<file path="src/rtl/tdm_pkg.sv">
package tdm_pkg;
   localparam int SLOT_BITS = 8;
   localparam int SB_W      = $clog2(SLOT_BITS);
   typedef logic [SLOT_BITS-1:0] slot_t;
endpackage

</file>
<file path="src/rtl/tdm_fifo.sv">
module tdm_fifo #(
   parameter int W     = 8,
   parameter int DEPTH = 4
) (
   input  logic                       clk,
   input  logic                       rst_n,
   input  logic                       push,
   input  logic [W-1:0]               din,
   input  logic                       pop,
   output logic [W-1:0]               dout,
   output logic [$clog2(DEPTH):0]     level
);
   localparam int AW = $clog2(DEPTH);
   localparam int CW = AW + 1;

   logic [W-1:0]  mem [DEPTH];
   logic [AW-1:0] wp, rp;
   logic [CW-1:0] cnt;
   logic          wr, rd;

   // acceptance judged on the level before this edge
   assign wr = push && (cnt != CW'(DEPTH));
   assign rd = pop  && (cnt != '0);

   always_ff @(posedge clk) begin
      if (wr) mem[wp] <= din;
   end

   always_ff @(posedge clk or negedge rst_n) begin
      if (!rst_n) begin
         wp  <= '0;
         rp  <= '0;
         cnt <= '0;
      end else begin
         if (wr) wp <= wp + AW'(1);
         if (rd) rp <= rp + AW'(1);
         cnt <= cnt + CW'(wr) - CW'(rd);
      end
   end

   assign dout  = mem[rp];
   assign level = cnt;
endmodule

</file>
<file path="src/rtl/tdm_timing.sv">
module tdm_timing #(
   parameter int DIV_W = 8,
   parameter int FRM_W = 10
) (
   input  logic             clk,
   input  logic             rst_n,
   input  logic             en,
   input  logic [DIV_W-1:0] cfg_half,
   input  logic [FRM_W-1:0] cfg_frame,
   output logic             run,
   output logic             low_half,
   output logic [FRM_W-1:0] bit_idx,
   output logic             fall_ev,
   output logic             start_ev,
   output logic [FRM_W-1:0] start_bit
);
   logic [DIV_W-1:0] ph;
   logic             tick;
   logic [FRM_W-1:0] nxt;

   assign tick      = en && run && (ph == cfg_half);
   assign fall_ev   = tick && !low_half;
   assign nxt       = (bit_idx == cfg_frame) ? '0 : bit_idx + FRM_W'(1);
   assign start_ev  = (en && !run) || (tick && low_half);
   assign start_bit = run ? nxt : '0;

   always_ff @(posedge clk or negedge rst_n) begin
      if (!rst_n) begin
         run      <= 1'b0;
         ph       <= '0;
         low_half <= 1'b0;
         bit_idx  <= '0;
      end else if (!en) begin
         run      <= 1'b0;
         ph       <= '0;
         low_half <= 1'b0;
         bit_idx  <= '0;
      end else if (!run) begin
         run <= 1'b1;
      end else if (tick) begin
         ph       <= '0;
         low_half <= ~low_half;
         if (low_half) bit_idx <= nxt;
      end else begin
         ph <= ph + DIV_W'(1);
      end
   end
endmodule

</file>
<file path="src/rtl/tdm_highway.sv">
module tdm_highway
   import tdm_pkg::*;
#(
   parameter int FIFO_DEPTH = 4,
   parameter int MAX_CH     = 64,
   parameter int DIV_W      = 8,
   localparam int CH_W      = $clog2(MAX_CH),
   localparam int FRM_W     = $clog2(MAX_CH * SLOT_BITS) + 1
) (
   input  logic             clk,
   input  logic             rst_n,
   input  logic             en,
   input  logic [DIV_W-1:0] cfg_half,
   input  logic [FRM_W-1:0] cfg_frame,
   input  logic [CH_W-1:0]  cfg_chan,
   output logic             sclk,
   output logic             fsync,
   output logic             sdo,
   input  logic             sdi,
   output logic             tx_req,
   input  logic             tx_ack,
   input  logic [7:0]       tx_data,
   output logic             rx_req,
   input  logic             rx_ack,
   output logic [7:0]       rx_data,
   output logic             tx_unf,
   output logic             rx_ovf
);
   localparam int CNT_W    = $clog2(FIFO_DEPTH) + 1;
   localparam int HALF_LVL = FIFO_DEPTH / 2;

   if (FIFO_DEPTH < 2 || (FIFO_DEPTH & (FIFO_DEPTH - 1)) != 0) begin : g_bad_depth
      $error("FIFO_DEPTH must be a power of two of at least 2");
   end
   if (MAX_CH < 2) begin : g_bad_ch
      $error("MAX_CH must be at least 2");
   end
   if (SLOT_BITS != 8) begin : g_bad_slot
      $error("slot width must match the 8-bit DMA data path");
   end

   logic             run, low_half, fall_ev, start_ev;
   logic [FRM_W-1:0] bit_idx, start_bit, chan_ext;
   logic             tx_slot_ok, rx_slot_ok, slot_head, slot_tail;
   logic [CNT_W-1:0] tx_cnt, rx_cnt;
   slot_t            tx_head, tx_sh, rx_sh, rx_byte;
   logic             tx_empty, rx_full;

   tdm_timing #(.DIV_W(DIV_W), .FRM_W(FRM_W)) u_tim (
      .clk       (clk),
      .rst_n     (rst_n),
      .en        (en),
      .cfg_half  (cfg_half),
      .cfg_frame (cfg_frame),
      .run       (run),
      .low_half  (low_half),
      .bit_idx   (bit_idx),
      .fall_ev   (fall_ev),
      .start_ev  (start_ev),
      .start_bit (start_bit)
   );

   assign chan_ext   = FRM_W'(cfg_chan);
   assign tx_slot_ok = (start_bit >> SB_W) <= chan_ext;
   assign rx_slot_ok = (bit_idx >> SB_W) <= chan_ext;
   assign slot_head  = start_ev && (start_bit[SB_W-1:0] == '0);
   assign slot_tail  = fall_ev && rx_slot_ok &&
                       (bit_idx[SB_W-1:0] == SB_W'(SLOT_BITS - 1));
   assign rx_byte    = {rx_sh[SLOT_BITS-2:0], sdi};

   tdm_fifo #(.W(SLOT_BITS), .DEPTH(FIFO_DEPTH)) u_txq (
      .clk   (clk),
      .rst_n (rst_n),
      .push  (tx_ack),
      .din   (tx_data),
      .pop   (slot_head && tx_slot_ok),
      .dout  (tx_head),
      .level (tx_cnt)
   );

   tdm_fifo #(.W(SLOT_BITS), .DEPTH(FIFO_DEPTH)) u_rxq (
      .clk   (clk),
      .rst_n (rst_n),
      .push  (slot_tail),
      .din   (rx_byte),
      .pop   (rx_ack),
      .dout  (rx_data),
      .level (rx_cnt)
   );

   assign tx_empty = (tx_cnt == '0);
   assign rx_full  = (rx_cnt == CNT_W'(FIFO_DEPTH));

   always_ff @(posedge clk or negedge rst_n) begin
      if (!rst_n) begin
         tx_sh  <= '1;
         rx_sh  <= '0;
         tx_unf <= 1'b0;
         rx_ovf <= 1'b0;
      end else begin
         if (slot_head) begin
            if (tx_slot_ok && !tx_empty) tx_sh <= tx_head;
            else                         tx_sh <= '1;
            if (tx_slot_ok && tx_empty)  tx_unf <= 1'b1;
         end else if (start_ev) begin
            tx_sh <= {tx_sh[SLOT_BITS-2:0], 1'b1};
         end
         if (fall_ev) rx_sh <= rx_byte;
         if (slot_tail && rx_full) rx_ovf <= 1'b1;
      end
   end

   assign sclk   = run & ~low_half;
   assign fsync  = run & (bit_idx == '0);
   assign sdo    = run ? tx_sh[SLOT_BITS-1] : 1'b1;
   assign tx_req = tx_cnt <= CNT_W'(HALF_LVL);
   assign rx_req = rx_cnt >= CNT_W'(HALF_LVL);
endmodule

</file>
<file path="config.mk">
export PLATFORM = sky130hd
export DESIGN_NAME = tdm_highway
export DESIGN_NICKNAME = d
export VERILOG_FILES = /design/src/rtl/tdm_pkg.sv /design/src/rtl/tdm_fifo.sv /design/src/rtl/tdm_timing.sv /design/src/rtl/tdm_highway.sv
export SDC_FILE = /design/constraint.sdc
export NUM_CORES = 1
export LEC_CHECK = 0
export BUFFER_PORTS_ARGS = -buffer_cell sky130_fd_sc_hd__clkbuf_2
export CORE_MARGIN = 5
export CORE_UTILIZATION = 59
export CTS_CLUSTER_DIAMETER = 100
export DETAILED_ROUTE_END_ITERATION = 8
export HOLD_SLACK_MARGIN = 0.15
export PLACE_DENSITY = 0.89
export SYNTH_ARGS = -nofsm -noshare
export SYNTH_HDL_FRONTEND = slang
export SYNTH_SLANG_ARGS = --single-unit
</file>
<file path="constraint.sdc">
create_clock -name clk -period 5.45 [get_ports clk]
set_input_delay 0.545 -clock clk [delete_from_list [all_inputs] [get_ports clk]]
set_output_delay 0.545 -clock clk [all_outputs]
set_load 0.02 [all_outputs]
</file>
### Word-level counts from Yosys, hierarchy flattened

Memories as Yosys holds them, arrays and structs flattened.
Cells that the tools add are included.

| word-level totals | value |
|---|---|
| memories kept | 2 |
| RAM bits | 64 |
| flip-flop bits (word level) | 51 |
| word-level logic and storage cells | 92 |
| output and inout port bits | 15 |

| operators by class | value |
|---|---|
| reduce and logical (&&, ||, !) cells | 29 |
| eq/ne operators | 9 |
| mux-type cells | 21 |
| $add $sub $neg | 10 |
| $lt $le $gt $ge | 4 |
| bitwise logic cells | 3 |

Memory list:

| memory | words | bits a word | read ports | clocked after Yosys merged registers in | wr ports | line | RTL |
|---|---|---|---|---|---|---|---|
| u_rxq.mem | 4 | 8 | 1 | 0 | 1 | tdm_fifo.sv:16 | `logic [W-1:0] mem [DEPTH];` |
| u_txq.mem | 4 | 8 | 1 | 0 | 1 | tdm_fifo.sv:16 |  |

Operators by type and width:

| cell | count |
|---|---|
| 10-bit 2-to-1 mux | 6 |
| 8-bit 2-to-1 mux | 6 |
| 1-bit logical AND | 16 |
| 7-bit by 6-bit less-or-equal comparator with 1-bit output | 2 |
| 10-bit by 1-bit adder with 10-bit output, second input constant | 1 |
| 10-bit equality test | 1 |
| 10-bit logical NOT | 1 |
| 1-bit 2-to-1 mux | 9 |
| 2-bit by 1-bit adder with 2-bit output, second input constant | 4 |
| 8-bit by 1-bit adder with 8-bit output, second input constant | 1 |
| 8-bit equality test | 1 |
| 3-bit by 1-bit adder with 3-bit output | 2 |
| 3-bit equality test, second input constant | 2 |
| 3-bit logical NOT | 2 |
| 2-bit by 1-bit inequality test with 1-bit output, second input constant | 3 |
| 3-bit inequality test, second input constant | 2 |
| 3-bit nonzero test | 2 |
| 3-bit by 1-bit subtractor with 3-bit output | 2 |
| 2-bit AND reduction | 2 |
| 3-bit by 2-bit greater-or-equal comparator with 1-bit output, second input constant | 1 |
| 3-bit by 2-bit less-or-equal comparator with 1-bit output, second input constant | 1 |
| 1-bit logical NOT | 3 |
| 3-bit AND reduction | 1 |
| 1-bit AND | 2 |
| 3 further kinds | 3 |

### Longest topological paths before layout

| depth | value |
|---|---|
| depth after elaboration | 8 |
| mapped depth | 19 |

### Modules after synthesis

From an unflattened synthesis, not the netlist that was laid out.

| second synthesis, totals | value |
|---|---|
| cells, all modules | 431 |
| area, all modules | 5904.4 um2 |

By module, submodules not included:

| module | cells each | seq. area each (um2) | area an instance (um2) | instances |
|---|---|---|---|---|
| tdm_fifo | 81 | 1136.1 | 1619.1 | 2 |
| tdm_timing | 149 | 500.5 | 1441.4 | 1 |
| tdm_highway | 120 | 435.4 | 1224.9 | 1 |

### Worst setup path after synthesis

Ideal clock, no wire load.

| timing path | value |
|---|---|
| kind | register to register |
| from | register u_tim.bit_idx[5] |
| to | register u_txq.cnt[2] (netlist: u_txq.level[2]) |
| cell stages (with the launch flop) | 20 |
| required time | 5.328 ns |
| path slack | 1.395 ns |
| library setup time | 0.122 ns |
| arrival | 3.934 ns |
| clock period less this slack | 4.055 ns |
| path through | dfrtp_1 clkbuf_1 xnor2_1 nand4_1 o31ai_1 clkbuf_1 nor2_1 ha_1 nor2b_1 o21a_1 a2111oi_0 a2bb2oi_1 nand3_2 inv_1 ha_1 inv_1 ha_1 inv_1 fa_1 xor2_1 |

| between the ends | value |
|---|---|
| cells in the longest elaborated chain, start to end | 8 |
| elaborated cells on any way between the ends | 10 |
| classes of those cells | add/sub (2); order compare (1); eq/ne (1); mux (2); reduce/logical (4) |

RTL lines:

| item | line | RTL |
|---|---|---|
| start: declaration | tdm_timing.sv:12 | `output logic [FRM_W-1:0] bit_idx,` |
| start signal: assignment | tdm_timing.sv:43 | `if (low_half) bit_idx <= nxt;` |
| branches (longest 1 deep; another with 10-bit by 1-bit adder with 10-bit output) | n/a |  |
| 10-bit 2-to-1 mux * | tdm_timing.sv:23 | `assign nxt = (bit_idx == cfg_frame) ? '0 : bit_idx + FRM_W'(1);` |
| 10-bit 2-to-1 mux * | tdm_timing.sv:25 | `assign start_bit = run ? nxt : '0;` |
| branches (longest 2 deep; another with 7-bit by 6-bit less-or-equal comparator with 1-bit output) | n/a |  |
| 1-bit logical AND * | tdm_highway.sv:76 | `.pop (slot_head && tx_slot_ok),` |
| 1-bit logical AND * | tdm_fifo.sv:23 | `assign rd = pop && (cnt != '0);` |
| named net u_txq.rd | tdm_fifo.sv:19 | `logic wr, rd;` |
| 3-bit by 1-bit subtractor with 3-bit output * | tdm_fifo.sv:37 | `cnt <= cnt + CW'(wr) - CW'(rd);` |
| end signal: assignment | tdm_fifo.sv:37 |  |
| end: declaration | tdm_fifo.sv:18 | `logic [CW-1:0] cnt;` |

Mark *: on every way through the listed nets, which the timed path passes.
A chain may end at the register's enable or synchronous reset.

### Worst setup path after layout

Ends and elaborated chain as after synthesis.

==> impl_metrics.yaml <==
synth:
  async_reset_ff_frac: 0.443
  yosys.cell_types.count: 58
  ys_seq_area_frac: 0.577
  syn_inst: 405
  yosysWarnings: 0
  synth_top_area_share: 0.346
  syn-num-nets: 475
  ys_ff_latch: 115
  syn_avg_cell_area_um2: 13.7
  synth_edf_count: 64
  synthesis.area_mm2: 0.00556
  synth_area_leaders: "edfxtp_1 35%, dfrtp_1 19%, ha_1 6.8%, mux4_2 6.5%, xnor2_1 3.9%"
  yosys.area.top_type: "edfxtp_1"
  synth_ff_type: "edfxtp_1"
route:
  ant_nets: 0
  drt_iter0_drc: 184
  vias: 3383
  dr.pass1.iters: 4
  drt-total-wl_um: 10600
  wl_per_cell_um: 18.1
  viasPerCell: 5.76
  drc: 0
die:
  core-area_mm2: 0.00920
  die_area_mm2: 0.0115
  rows: 35
  io_pins: 53
  fp.dieH_um: 107
  start_util: 0.604
  die_w_um: 107
finish:
  areaGrowthSynthToFinish_pct: 16.3
  final_cells: 587
  register_area_mm2: 0.00321
  fillers: 628
  nets: 534
  multi_input_area_mm2: 0.00217
  diodes: 0
  drive_above_1_share: 0.288
clocking:
  htreeDepth: 4
  cts_setup_buffers: 0
  cts_tree: "done"
  cts-root-buf: "clkbuf_8"
  cts_sinks: 115
  worstSkewPairLatency_ns: 0.51
  cts_hold_buf: 0
  cts_resized: 0
  numCtsBuffers: 17
  ctsLongestPathBuffers: 2
  path_clk_slew_ns: 0.06
placement:
  dp_slack_ns: 1.10
  finalWeightedCongestion: 0.982
  port_buffers: 52
  dp_hpwl_um: 7320
  dpl.cell_count: 556
sta:
  drv_slew: 0
  relSlewSlack: 0.573
  fin_crit_ns: 4.39
  grt_setup_unrepaired: "no"
  setup_viol: 0
  setup_slack_ns: 1.06
  whs_ns: 0.146
  finClkSkew_ns: 0.0109
  clock.fmax_ghz: 0.228
  hold_viol_final: 0
  period_share: 0.806
  tightest_slew_ns: 0.641
  tns_ns: 0
worst_setup_path:
  slowest_stage: "dfrtp_1"
  cp.arrival_ns: 4.78
  worstPathRequired_ns: 5.84
  max_stage_delay_ns: 0.58
  worstSetupStartpointType: "flip-flop"
  crit_buf_inv: 4
  setup.worst_path.class: "flip-flop to flip-flop"
  cp_max_fo: 11
  path_cells: "xnor2_1 > nand4_1 > o31ai_1 > buf_4 > nor2_1 > ha_1 > nor2b_1 > o21a_1 > a2111oi_0 > a2bb2oi_1 > nand3_2 > inv_1 > ha_1 > inv_1 > ha_1 > inv_1 > fa_1 > xor2_1"
  cpLargestDelayFamily: "compound AO/OA/AOI/OAI gates"
  critPathCaptureType: "flip-flop"
grt:
  grt_busiest_layer: "met2"
  use_met3: 0.0620
  grtUsageMet2: 0.364
  met1_usage: 0.224
  grt_use_total: 0.202
  grt_pass1_vias: 3657
  antenna_found_initial: 0
  grt_start_max_net_pins: 52
  grt_overflow: 0
  grt_first_pass_wirelength_um: 17700
power:
  swShare: 0.278
  p_seq_frac: 0.436
  vdd_drop_max_v: 0.000306
  leakagePower_nw: 2.70
  combPwrFrac: 0.189
  clockPowerShare: 0.375
  power_density_mw_per_mm2: 423
  power_mw: 2.74
  p_int_mw: 1.98
  power.net_switching_mw: 0.762
run_status:
  status: "completed"
worst_hold_path:
  holdCritPathClass: "input port to async pin"
flow_run:
  maxCapViolations: 0
[path summary, 6_finish.rpt]
path,depth (start not counted),slack (ns),to,start
max,18,1.06,u_txq.level[2],u_tim.bit_idx[5]
min,2,0.15,u_tim.bit_idx[0],rst_n
max reg2reg,18,1.06,u_txq.level[2],u_tim.bit_idx[5]
min reg2reg,1,0.49,rx_ovf,rx_ovf
max in group asynchronous,2,4.87,rx_sh[0],rst_n
min in group clk,1,0.25,u_txq.mem[0][1],tx_data[1]
[per-layer routing]
| metal | share of wire | vias to the layer above |
|---|---|---|
| met5 | 0 | - |
| met4 | 0.014 | 0 |
| met3 | 0.042 | 18 |
| met2 | 0.54 | 82 |
| met1 | 0.41 | 1686 |
| li1 | - | 1597 |
[cell families (layout without fill, tap and decap cells)]
kind of cell,count (synthesis),count (layout),share of synthesized area
multiplexers,25,25,0.0835
AO/OA/AOI/OAI,42,42,0.0596
XOR/XNOR,35,35,0.0551
flip-flops,115,115,0.577
adder cells (fa/ha/maj),32,32,0.0747
AND/OR/NAND/NOR,110,110,0.117
buffers and inverters,46,117,0.0326
[cell usage in the layout (no fill, tap or decap), types with 3 or more instances in the layout]
master | synthesis | routed
a21boi_0 | 3 | 3
a21o_1 | 3 | 3
a21oi_1 | 5 | 5
and2_1 | 10 | 10
and3_1 | 8 | 8
and4_1 | 3 | 3
clkbuf_16 | 0 | 16
clkbuf_2 | 0 | 52
clkinv_2 | 0 | 4
clkinvlp_4 | 0 | 4
dfrtp_1 | 43 | 43
dfstp_2 | 8 | 8
edfxtp_1 | 64 | 64
ha_1 | 30 | 30
inv_1 | 31 | 31
mux2_2 | 7 | 7
mux4_2 | 16 | 16
nand2_1 | 13 | 13
nand2b_1 | 4 | 4
nand3_1 | 7 | 7
nand3b_1 | 3 | 3
nand4_1 | 6 | 6
nor2_1 | 16 | 16
nor2b_1 | 14 | 14
nor3_1 | 8 | 8
o21ai_0 | 4 | 4
o221a_2 | 7 | 7
or2_2 | 7 | 7
xnor2_1 | 25 | 25
xor2_1 | 10 | 10
[worst register-to-register path: stages, from the launching register on]
cell	delay [ns]
dfrtp_1	0.58
xnor2_1	0.18
nand4_1	0.17
o31ai_1	0.26
buf_4	0.21
nor2_1	0.07
ha_1	0.28
nor2b_1	0.13
o21a_1	0.17
a2111oi_0	0.39
a2bb2oi_1	0.39
nand3_2	0.27
inv_1	0.15
ha_1	0.24
inv_1	0.06
ha_1	0.14
inv_1	0.05
fa_1	0.37
xor2_1	0.17
[stage by stage]
stage          utilization  area (um^2)
6_report             0.703         6470
5_1_grt              0.703         6470
4_1_cts              0.703         6470
3_5_place_dp         0.643         5910
3_3_place_gp         0.643         5910
2_1_floorplan            -         5560
[power by group through the flow]
| stage | registers [mW] | logic, mW | clock network (mW) |
|---|---|---|---|
| 2_1_floorplan | 1.13 | 0.436 | 0 |
| 3_3_place_gp | 1.20 | 0.482 | 0 |
| 3_5_place_dp | 1.21 | 0.516 | 0 |
| 4_1_cts | 1.20 | 0.528 | 1.04 |
| 5_1_grt | 1.22 | 0.577 | 1.09 |
| 6_report | 1.19 | 0.517 | 1.03 |
[cells in the mapped netlist (8+ instances only)]
cell type,number
nor3_1,8
clkbuf_1,9
nor2b_1,14
dfstp_2,8
and2_1,10
and3_1,8
dfrtp_1,43
edfxtp_1,64
ha_1,30
mux4_2,16
xor2_1,10
nand2_1,13
xnor2_1,25
nor2_1,16
inv_1,31
[layout make-up]
| type | count | area share |
|---|---|---|
| flip-flops and latches | 115 | 0.496 |
| clock buffers | 17 | 0.0640 |
| repair buffers | 54 | 0.0426 |
| inverters | 32 | 0.0186 |
| multi-input cells | 244 | 0.336 |
| well taps | 111 | 0.0215 |
| clock inverters | 14 | 0.0217 |
[flip-flops by register name (all words and copies together), names as in the netlist]
| name | count |
|---|---|
| u_rxq.wp | 2 |
| u_txq.wp | 2 |
| rx_ovf | 1 |
| u_tim.low_half | 1 |
| u_tim.run | 1 |
| u_rxq.level | 3 |
| u_tim.bit_idx | 10 |
| tx_sh | 8 |
| u_rxq.rp | 2 |
| u_tim.ph | 8 |
| rx_sh | 7 |
| u_rxq.mem | 32 |
| u_txq.mem | 32 |
| u_txq.level | 3 |
| tx_unf | 1 |
| u_txq.rp | 2 |
No activity file was read; power rests on OpenSTA's default activity.
